## config.mk

```make
export PLATFORM = sky130hd
export DESIGN_NAME = dram_cmd_tracker
export DESIGN_NICKNAME = d
export VERILOG_FILES = /design/src/rtl/dct_pkg.sv /design/src/rtl/dct_decoder.sv /design/src/rtl/dct_bank.sv /design/src/rtl/dct_refcnt.sv /design/src/rtl/dram_cmd_tracker.sv
export SDC_FILE = /design/constraint.sdc
export NUM_CORES = 1
export LEC_CHECK = 0
export BUFFER_PORTS_ARGS = -buffer_cell sky130_fd_sc_hd__buf_2
export CAP_MARGIN = 20
export CORE_MARGIN = 2
export CORE_UTILIZATION = 28
export DETAILED_ROUTE_END_ITERATION = 16
export PLACE_DENSITY_LB_ADDON = 0.1
export SLEW_MARGIN = 15
export SYNTH_ARGS = -nofsm -noshare
export SYNTH_HDL_FRONTEND = slang
export SYNTH_SLANG_ARGS = --single-unit
```

## constraint.sdc

```tcl
create_clock -name clk -period 3.3 [get_ports clk]
set_input_delay 0.66 -clock clk [delete_from_list [all_inputs] [get_ports clk]]
set_output_delay 0.66 -clock clk [all_outputs]
set_load 0.005 [all_outputs]
```

## src/rtl/dct_pkg.sv

```systemverilog
package dct_pkg;

    localparam int NUM_BANKS_DEF = 4;
    localparam int ROW_W_DEF     = 13;
    localparam int AP_BIT        = 10;
    localparam int N_STB         = 5;
    localparam int CNT_W         = 3;

    typedef enum logic [2:0] {
        CMD_DESEL = 3'd0,
        CMD_NOP   = 3'd1,
        CMD_ACT   = 3'd2,
        CMD_READ  = 3'd3,
        CMD_WRITE = 3'd4,
        CMD_PRE   = 3'd5,
        CMD_REF   = 3'd6,
        CMD_OTHER = 3'd7
    } cmd_e;

    typedef enum logic [1:0] {
        BK_IDLE   = 2'd0,
        BK_ACTIVE = 2'd1,
        BK_READ   = 2'd2,
        BK_WRITE  = 2'd3
    } bank_st_e;

    typedef struct packed {
        logic cs_n;
        logic ras_n;
        logic cas_n;
        logic we_n;
        logic cke;
    } pins_t;

    // Clock cycles of a burst: two beats move per cycle.
    function automatic logic [CNT_W-1:0] burst_cycles(input logic [1:0] sel);
        case (sel)
            2'b00:   return CNT_W'(1);
            2'b01:   return CNT_W'(2);
            default: return CNT_W'(4);
        endcase
    endfunction

    function automatic logic [N_STB-1:0] cmd_strobe(input cmd_e c);
        logic [N_STB-1:0] s;
        s = '0;
        case (c)
            CMD_ACT:   s[0] = 1'b1;
            CMD_READ:  s[1] = 1'b1;
            CMD_WRITE: s[2] = 1'b1;
            CMD_PRE:   s[3] = 1'b1;
            CMD_REF:   s[4] = 1'b1;
            default:   s = '0;
        endcase
        return s;
    endfunction

    function automatic logic is_column(input cmd_e c);
        return (c == CMD_READ) || (c == CMD_WRITE);
    endfunction

endpackage

```

## src/rtl/dct_decoder.sv

```systemverilog
module dct_decoder
    import dct_pkg::*;
(
    input  pins_t pins_i,
    output cmd_e  cmd_o
);
    always_comb begin
        if (pins_i.cs_n) begin
            cmd_o = CMD_DESEL;
        end else begin
            case ({pins_i.ras_n, pins_i.cas_n, pins_i.we_n})
                3'b111:  cmd_o = CMD_NOP;
                3'b011:  cmd_o = CMD_ACT;
                3'b101:  cmd_o = CMD_READ;
                3'b100:  cmd_o = CMD_WRITE;
                3'b010:  cmd_o = CMD_PRE;
                3'b001:  cmd_o = pins_i.cke ? CMD_REF : CMD_OTHER;
                default: cmd_o = CMD_OTHER;
            endcase
        end
    end
endmodule

```

## src/rtl/dct_bank.sv

```systemverilog
module dct_bank
    import dct_pkg::*;
#(
    parameter int ROW_W = ROW_W_DEF
) (
    input  logic             clk,
    input  logic             rst,
    input  cmd_e             cmd_i,
    input  logic             sel_i,
    input  logic             ap_i,
    input  logic [ROW_W-1:0] row_i,
    input  logic [CNT_W-1:0] blen_i,
    output bank_st_e         state_o,
    output logic [ROW_W-1:0] open_row_o,
    output logic             viol_o
);
    bank_st_e         st_q, st_d;
    logic [ROW_W-1:0] row_q, row_d;
    logic [CNT_W-1:0] cnt_q, cnt_d;
    logic             ap_q, ap_d;
    logic             bursting;

    assign bursting = (st_q == BK_READ) || (st_q == BK_WRITE);

    // Offending commands are flagged here and ignored below.
    assign viol_o = sel_i &&
                    ((is_column(cmd_i) && (st_q == BK_IDLE)) ||
                     ((cmd_i == CMD_ACT) && (st_q != BK_IDLE)));

    always_comb begin
        st_d  = st_q;
        row_d = row_q;
        cnt_d = cnt_q;
        ap_d  = ap_q;

        if (bursting) begin
            if (cnt_q <= CNT_W'(1)) begin
                st_d  = ap_q ? BK_IDLE : BK_ACTIVE;
                cnt_d = '0;
                ap_d  = 1'b0;
                if (ap_q) row_d = '0;
            end else begin
                cnt_d = cnt_q - CNT_W'(1);
            end
        end

        case (cmd_i)
            CMD_ACT: begin
                if (sel_i && (st_q == BK_IDLE)) begin
                    st_d  = BK_ACTIVE;
                    row_d = row_i;
                end
            end
            CMD_READ, CMD_WRITE: begin
                if (sel_i && (st_q != BK_IDLE)) begin
                    st_d  = (cmd_i == CMD_READ) ? BK_READ : BK_WRITE;
                    cnt_d = blen_i;
                    ap_d  = ap_i;
                end
            end
            CMD_PRE, CMD_REF: begin
                if ((cmd_i == CMD_REF) || sel_i || ap_i) begin
                    st_d  = BK_IDLE;
                    row_d = '0;
                    cnt_d = '0;
                    ap_d  = 1'b0;
                end
            end
            default: ;
        endcase
    end

    always_ff @(posedge clk) begin
        if (rst) begin
            st_q  <= BK_IDLE;
            row_q <= '0;
            cnt_q <= '0;
            ap_q  <= 1'b0;
        end else begin
            st_q  <= st_d;
            row_q <= row_d;
            cnt_q <= cnt_d;
            ap_q  <= ap_d;
        end
    end

    assign state_o    = st_q;
    assign open_row_o = row_q;
endmodule

```

## src/rtl/dct_refcnt.sv

```systemverilog
module dct_refcnt #(
    parameter int ADDR_W = 15
) (
    input  logic              clk,
    input  logic              rst,
    input  logic              fire_i,
    output logic              req_o,
    output logic [ADDR_W-1:0] addr_o
);
    logic [ADDR_W-1:0] next_q;

    always_ff @(posedge clk) begin
        if (rst) begin
            next_q <= '0;
            addr_o <= '0;
            req_o  <= 1'b0;
        end else begin
            req_o <= fire_i;
            if (fire_i) begin
                addr_o <= next_q;
                next_q <= next_q + ADDR_W'(1);
            end
        end
    end
endmodule

```

## src/rtl/dram_cmd_tracker.sv

```systemverilog
module dram_cmd_tracker
    import dct_pkg::*;
#(
    parameter  int NUM_BANKS = NUM_BANKS_DEF,
    parameter  int ROW_W     = ROW_W_DEF,
    localparam int BA_W      = $clog2(NUM_BANKS),
    localparam int REF_W     = BA_W + ROW_W
) (
    input  logic                       clk,
    input  logic                       rst,
    input  logic                       cs_n,
    input  logic                       ras_n,
    input  logic                       cas_n,
    input  logic                       we_n,
    input  logic                       cke,
    input  logic [BA_W-1:0]            ba_i,
    input  logic [ROW_W-1:0]           addr_i,
    input  logic [1:0]                 bl_sel_i,
    output logic [2:0]                 cmd_o,
    output logic [N_STB-1:0]           cmd_stb_o,
    output logic [2*NUM_BANKS-1:0]     bank_state_o,
    output logic [ROW_W*NUM_BANKS-1:0] open_row_o,
    output logic                       ref_req_o,
    output logic [REF_W-1:0]           ref_addr_o,
    output logic                       viol_o
);
    pins_t            pins;
    cmd_e             cmd_now;
    cmd_e             cmd_q;
    logic [N_STB-1:0] stb_q;
    logic             viol_q;
    logic [CNT_W-1:0] blen_cyc;

    bank_st_e         bank_st  [NUM_BANKS];
    logic [ROW_W-1:0] bank_row [NUM_BANKS];
    logic [NUM_BANKS-1:0] bank_viol;
    logic             any_open;
    logic             viol_d;

    assign pins     = '{cs_n: cs_n, ras_n: ras_n, cas_n: cas_n, we_n: we_n, cke: cke};
    assign blen_cyc = burst_cycles(bl_sel_i);

    dct_decoder u_dec (
        .pins_i (pins),
        .cmd_o  (cmd_now)
    );

    for (genvar b = 0; b < NUM_BANKS; b++) begin : g_bank
        dct_bank #(.ROW_W(ROW_W)) u_bank (
            .clk        (clk),
            .rst        (rst),
            .cmd_i      (cmd_now),
            .sel_i      (ba_i == BA_W'(b)),
            .ap_i       (addr_i[AP_BIT]),
            .row_i      (addr_i),
            .blen_i     (blen_cyc),
            .state_o    (bank_st[b]),
            .open_row_o (bank_row[b]),
            .viol_o     (bank_viol[b])
        );
        assign bank_state_o[2*b +: 2]       = bank_st[b];
        assign open_row_o[ROW_W*b +: ROW_W] = bank_row[b];
    end

    always_comb begin
        any_open = 1'b0;
        for (int b = 0; b < NUM_BANKS; b++) begin
            if (bank_st[b] != BK_IDLE) any_open = 1'b1;
        end
    end

    assign viol_d = (|bank_viol) || ((cmd_now == CMD_REF) && any_open);

    dct_refcnt #(.ADDR_W(REF_W)) u_ref (
        .clk    (clk),
        .rst    (rst),
        .fire_i (cmd_now == CMD_REF),
        .req_o  (ref_req_o),
        .addr_o (ref_addr_o)
    );

    always_ff @(posedge clk) begin
        if (rst) begin
            cmd_q  <= CMD_DESEL;
            stb_q  <= '0;
            viol_q <= 1'b0;
        end else begin
            cmd_q  <= cmd_now;
            stb_q  <= cmd_strobe(cmd_now);
            viol_q <= viol_d;
        end
    end

    assign cmd_o     = cmd_q;
    assign cmd_stb_o = stb_q;
    assign viol_o    = viol_q;
endmodule

```

Yosys cells after proc, flatten, opt, wreduce, memory -nomap -nowiden
Cells that the tools add are included.
{ "op_classes": {"reduce_logical": 52, "eq_ne": 23, "n_addsub": 5, "magnitude_cmp": 4, "muxes": 106} }
{ "op_table": {"columns": ["operator", "count"], "rows": [
  ["$mux W13", 20],
  ["$pmux W13 S2", 4],
  ["$mux W3", 17],
  ["$mux W2", 20],
  ["$mux W1", 31],
  ["$pmux W3 S2", 5],
  ["$pmux W2 S3", 4],
  ["$logic_and A1 B1 Y1", 21],
  ["$eq A2 B2 Y1 const B", 10],
  ["$eq A3 B3 Y1 const B", 6],
  ["$logic_or A1 B1 Y1", 18],
  ["$pmux W3 S6", 1],
  ["$add A15 B1 Y15 const B", 1],
  ["$eq A3 B2 Y1 const B", 4],
  ["$le A3 B1 Y1 const B", 4],
  ["$logic_not A2 Y1", 6],
  ["$sub A3 B1 Y3 const B", 4],
  ["$pmux W1 S2", 4],
  ["$reduce_bool A2 Y1", 4],
  ["$eq A2 B1 Y1 const B", 2],
  ["$reduce_or A2 Y1", 2],
  ["$reduce_or A4 Y1", 1],
  ["$eq A3 B1 Y1 const B", 1]
]} }
{ "word_totals": {"elab_cells": 212, "inputBits": 24, "out_inout_bits": 85, "regBits": 116} }

Depth between registers and ports, before layout
{ "depth": {"ltp_word": 10, "mapped_depth": 8} }

By module
Synthesis repeated with hierarchy kept, for this count alone.
{ "unflattened": {"cells_unflattened": 538, "hier_area_um2": 5293.8} }
{ "modules_own_cells": {"columns": ["mod", "cells_each", "instances", "seq_area_each_um2", "area_per_inst_um2"], "rows": [
  ["dct_bank", 91, 4, 380.4, 910.9],
  ["dct_refcnt", 131, 1, 620.6, 1252.5],
  ["dram_cmd_tracker", 34, 1, 180.2, 330.3],
  ["dct_decoder", 9, 1, 0.0, 67.6]
]} }

Worst setup path before layout
OpenSTA, ideal clock, no wires.
{ "synth_path": {"path_kind": "input -> register", "from": "in ras_n", "to": "reg g_bank[2].u_bank.row_q[2]", "t_required_ns": 3.230, "setup_time_ns": 0.070, "slack_ns": 1.065, "n_path_buf": 3, "cell_stages": 7, "arrival_ns": 2.165, "cell_sequence": "buf_6 or4b_4 buf_6 o32ai_2 buf_6 o211ai_2 a21oi_2"} }
{ "synth_via": {"elab_chain_len": 8, "elab_cells_between_ends": 16} }
{ "synth_rtl": {"columns": ["element", "line_no", "rtl"], "rows": [
  ["from (decl)", "dram_cmd_tracker.sv:12", "input logic ras_n,"],
  ["$eq A3 B1 Y1, or another cell as far along", "dct_decoder.sv:11", "case ({pins_i.ras_n, pins_i.cas_n, pins_i.we_n})"],
  ["$pmux W3 S6 (*)", "dct_decoder.sv:11", null],
  ["$mux W3 (*)", "dct_decoder.sv:8", "if (pins_i.cs_n) begin"],
  ["$eq A3 B3 Y1", "dct_bank.sv:47, dct_bank.sv:62", null],
  ["$logic_or A1 B1 Y1 (2 in series)", "dct_bank.sv:62", "if ((cmd_i == CMD_REF) || sel_i || ap_i) begin"],
  ["$mux W13", "dct_bank.sv:62", null],
  ["$pmux W13 S2 (*)", "dct_bank.sv:47", "case (cmd_i)"],
  ["to (signal assigned)", "dct_bank.sv:81", "row_q <= row_d;"],
  ["to (decl)", "dct_bank.sv:18", "logic [ROW_W-1:0] row_q, row_d;"]
]} }
Mark *: on every way between the ends. The rest lies on a longest branch, timed or not.
A chain may end at the register's enable or synchronous reset.

Final worst setup path
{ "layout_path": {"from": "in ras_n", "to": "reg g_bank[2].u_bank.st_q[1]"} }
{ "layout_via": {"elab_chain_len": 8, "elab_cells_between_ends": 19} }
{ "layout_rtl": {"columns": ["element", "line_no", "rtl"], "rows": [
  ["$eq A3 B1 Y1, or another cell as far along", "dct_decoder.sv:11", null],
  ["$pmux W3 S6 (*)", "dct_decoder.sv:11", null],
  ["$mux W3 (*)", "dct_decoder.sv:8", null],
  ["$eq A3 B3 Y1", "dct_bank.sv:47, dct_bank.sv:62", null],
  ["$logic_or A1 B1 Y1 (2 in series)", "dct_bank.sv:62", null],
  ["$mux W2", "dct_bank.sv:62", null],
  ["$pmux W2 S3 (*)", "dct_bank.sv:47", null],
  ["to (signal assigned)", "dct_bank.sv:80", "st_q <= st_d;"],
  ["to (decl)", "dct_bank.sv:17", "bank_st_e st_q, st_d;"]
]} }
Marks and branches as above.

==> out/qor.yml <==
fin_tns_setup_ns: 0
ant_nets: 0
synth.yosys.warnings: 0
die_h_um: 141
die_area_um2: 20000
overall_power_consumption_mw: 3.58
relSlewSlack_pct: 52.1
cts_hold_buffers: 0
detailedRoute.firstIterationViolations: 277
grt.total_usage_pct: 16.7
fin_cells: 968
clkTransAtPathRegs_ns: 0.05
dpl_worst_slack_ns: 0.733
finalHoldViolCount: 0
first_global_vias: 4771
power.ir.vdd_worst_v: 0.000351
drive_above_1_share_pct: 24.3
clock_tree.htree_level_count: 4
postLayoutSetupSlackWorst_ns: 1.10
power.density_nw_per_um2: 539
max_cap_violations: 0
worstPathRequired_ns: 3.64
synthesis.nets: 662
cts-resized-gates: 0
cts_buffer_depth: 2
report.final.setup_viol: 0
worst-setup-path-type: "input port to flip-flop"
wire_length_of_the_first_global_routing_pass_um: 26300
vias: 5049
drt-wirelength-per-cell_um: 17.3
layout.cells.most_common_list: "dfxtp_1 (115), buf_2 (107), nand2_1 (104), a21oi_1 (75), o211ai_1 (33)"
synth_enable_flop_cells: 0
placed_area_um2: 5990
fin_area_um2: 6640
finalCriticalPeriod_ns: 2.20
register_area_um2: 2300
placementRows: 50
number_of_antenna_violations_at_the_first_check_in_global_routing: 1
final_core_util_pct: 35.6
rsz0062_at_grt: "false"
final_nets: 753
finalWeightedCongestion: 0.822
outcome: "completed"
fmaxAchievable_mhz: 455
tightestPinTransition_ns: 0.718
cts_setup_buffers: 0
clock_skews_ns: 0.00877
crit_path_max_fanout: 20
route.detailed.drc: 0
die_w_um: 141
filler_cell_count: 1990
mappedNetlistArea_um2: 5290
report.final.slew_viol_count: 0
setup.worst_path.end_class: "flip-flop"
postSynthCellCount: 630
pin_count_of_the_biggest_net_entering_global_routing: 39
power_leakage_nw: 2.46
fin_hold_ws_ns: 0.453
multiInputGateArea_um2: 2680
placed_cells: 936
min_period_over_period_pct: 66.6
part_of_the_yosys_area_used_for_sequential_elements_pct: 43.5
tritoncts_num_sinks: 115
grt_overflow: 0
clock_latency_of_the_later_clocked_register_in_the_worst_skew_pair_ns: 0.42
min-delay-path-class: "flip-flop to flip-flop"
clock_tree.root_cell: "clkbuf_16"
fp.coreArea_um2: 18600
asyncSetResetFlopFracSynth_pct: 0
yosysUniqueCellTypes: 59
num_ports: 109
synth.ff_latch_count: 115
startpoint_type: "input port"
starting_density_pct: 28.4
drt_pass1_iterations: 4
syn_to_final_growth_pct: 25.5
mapped_avg_cell_area_um2: 8.40
vias_per_cell: 5.22
worstPathArrival_ns: 2.53
portBuffers: 108
routed_wl_um: 16800
cts_made_buffers: 17
cts_tree: "built"
synth_ff_type: "dfxtp_1"
post-dp-hpwl_um: 11900
layout.cells.most_common: "dfxtp_1"
-- worst paths after layout --
kind / slack (ns) / to / cells after the start / from
max: 1.10 / g_bank[2].u_bank.state_o[1] / 5 / ras_n
min: 0.45 / u_ref.addr_o[6] / 2 / u_ref.addr_o[6]
max reg2reg: 1.32 / g_bank[1].u_bank.open_row_o[3] / 5 / g_bank[1].u_bank.cnt_q[0]
min reg2reg: 0.45 / u_ref.addr_o[6] / 2 / u_ref.addr_o[6]
-- sequential cells by signal, indices dropped and copies added, names as in the netlist --
register / count
g_bank.u_bank.ap_q: 4
u_ref.next_q: 15
cmd_stb_o: 5
g_bank.u_bank.open_row_o: 52
g_bank.u_bank.state_o: 8
cmd_o: 3
g_bank.u_bank.cnt_q: 12
u_ref.addr_o: 15
viol_o: 1
-- logic make-up after synthesis --
| logic type | share of synthesized area, % |
|---|---|
| buffers and inverters | 6.03 |
| AND/OR/NAND/NOR | 19.5 |
| AO/OA/AOI/OAI | 27.7 |
| XOR/XNOR | 0.993 |
| multiplexers | 0.378 |
| flip-flops | 43.5 |
| adder cells (fa/ha/maj) | 1.89 |
-- routing by layer --
layer,vias up,share of wire (%),track usage [%]
li1,2455,-,-
met5,-,0,0
met4,0,1.2,4.74
met2,144,46,26.8
met1,2439,45,21.8
met3,11,6.9,5.30
-- critical path, stage by stage --
cell     delay (ns)
buf_2          0.28
or3b_1         0.56
nor4_1         0.68
o21ai_0        0.18
o21ai_0        0.17
-- power by group --
group          internal [mW]  switching [mW]
Combinational         0.0482           0.124
Clock                   1.36           0.645
Sequential              1.40         0.00446
-- area by class of cell --
cell class	instances	area share (%)
well taps	234	4.41
multi-input cells	444	40.3
repair buffers	120	9.54
diodes	1	0.0377
clock buffers	23	7.50
clock inverters	8	2.22
inverters	23	1.30
flip-flops and latches	115	34.7
-- Yosys cell counts, drive strengths merged (9+ instances only) --
cell / number / share of area [%]
dfxtp: 115 / 44
o21ai: 32 / 3.0
a21oi: 85 / 8.7
buf: 14 / 2.0
or3: 9 / 1.1
nor3: 13 / 1.2
nand2: 104 / 7.4
clkbuf: 34 / 2.4
nor2: 25 / 1.8
a22o: 12 / 2.0
inv: 23 / 1.6
nand3: 9 / 0.85
o211ai: 43 / 7.0
No activity file was read; power rests on OpenSTA's default activity.
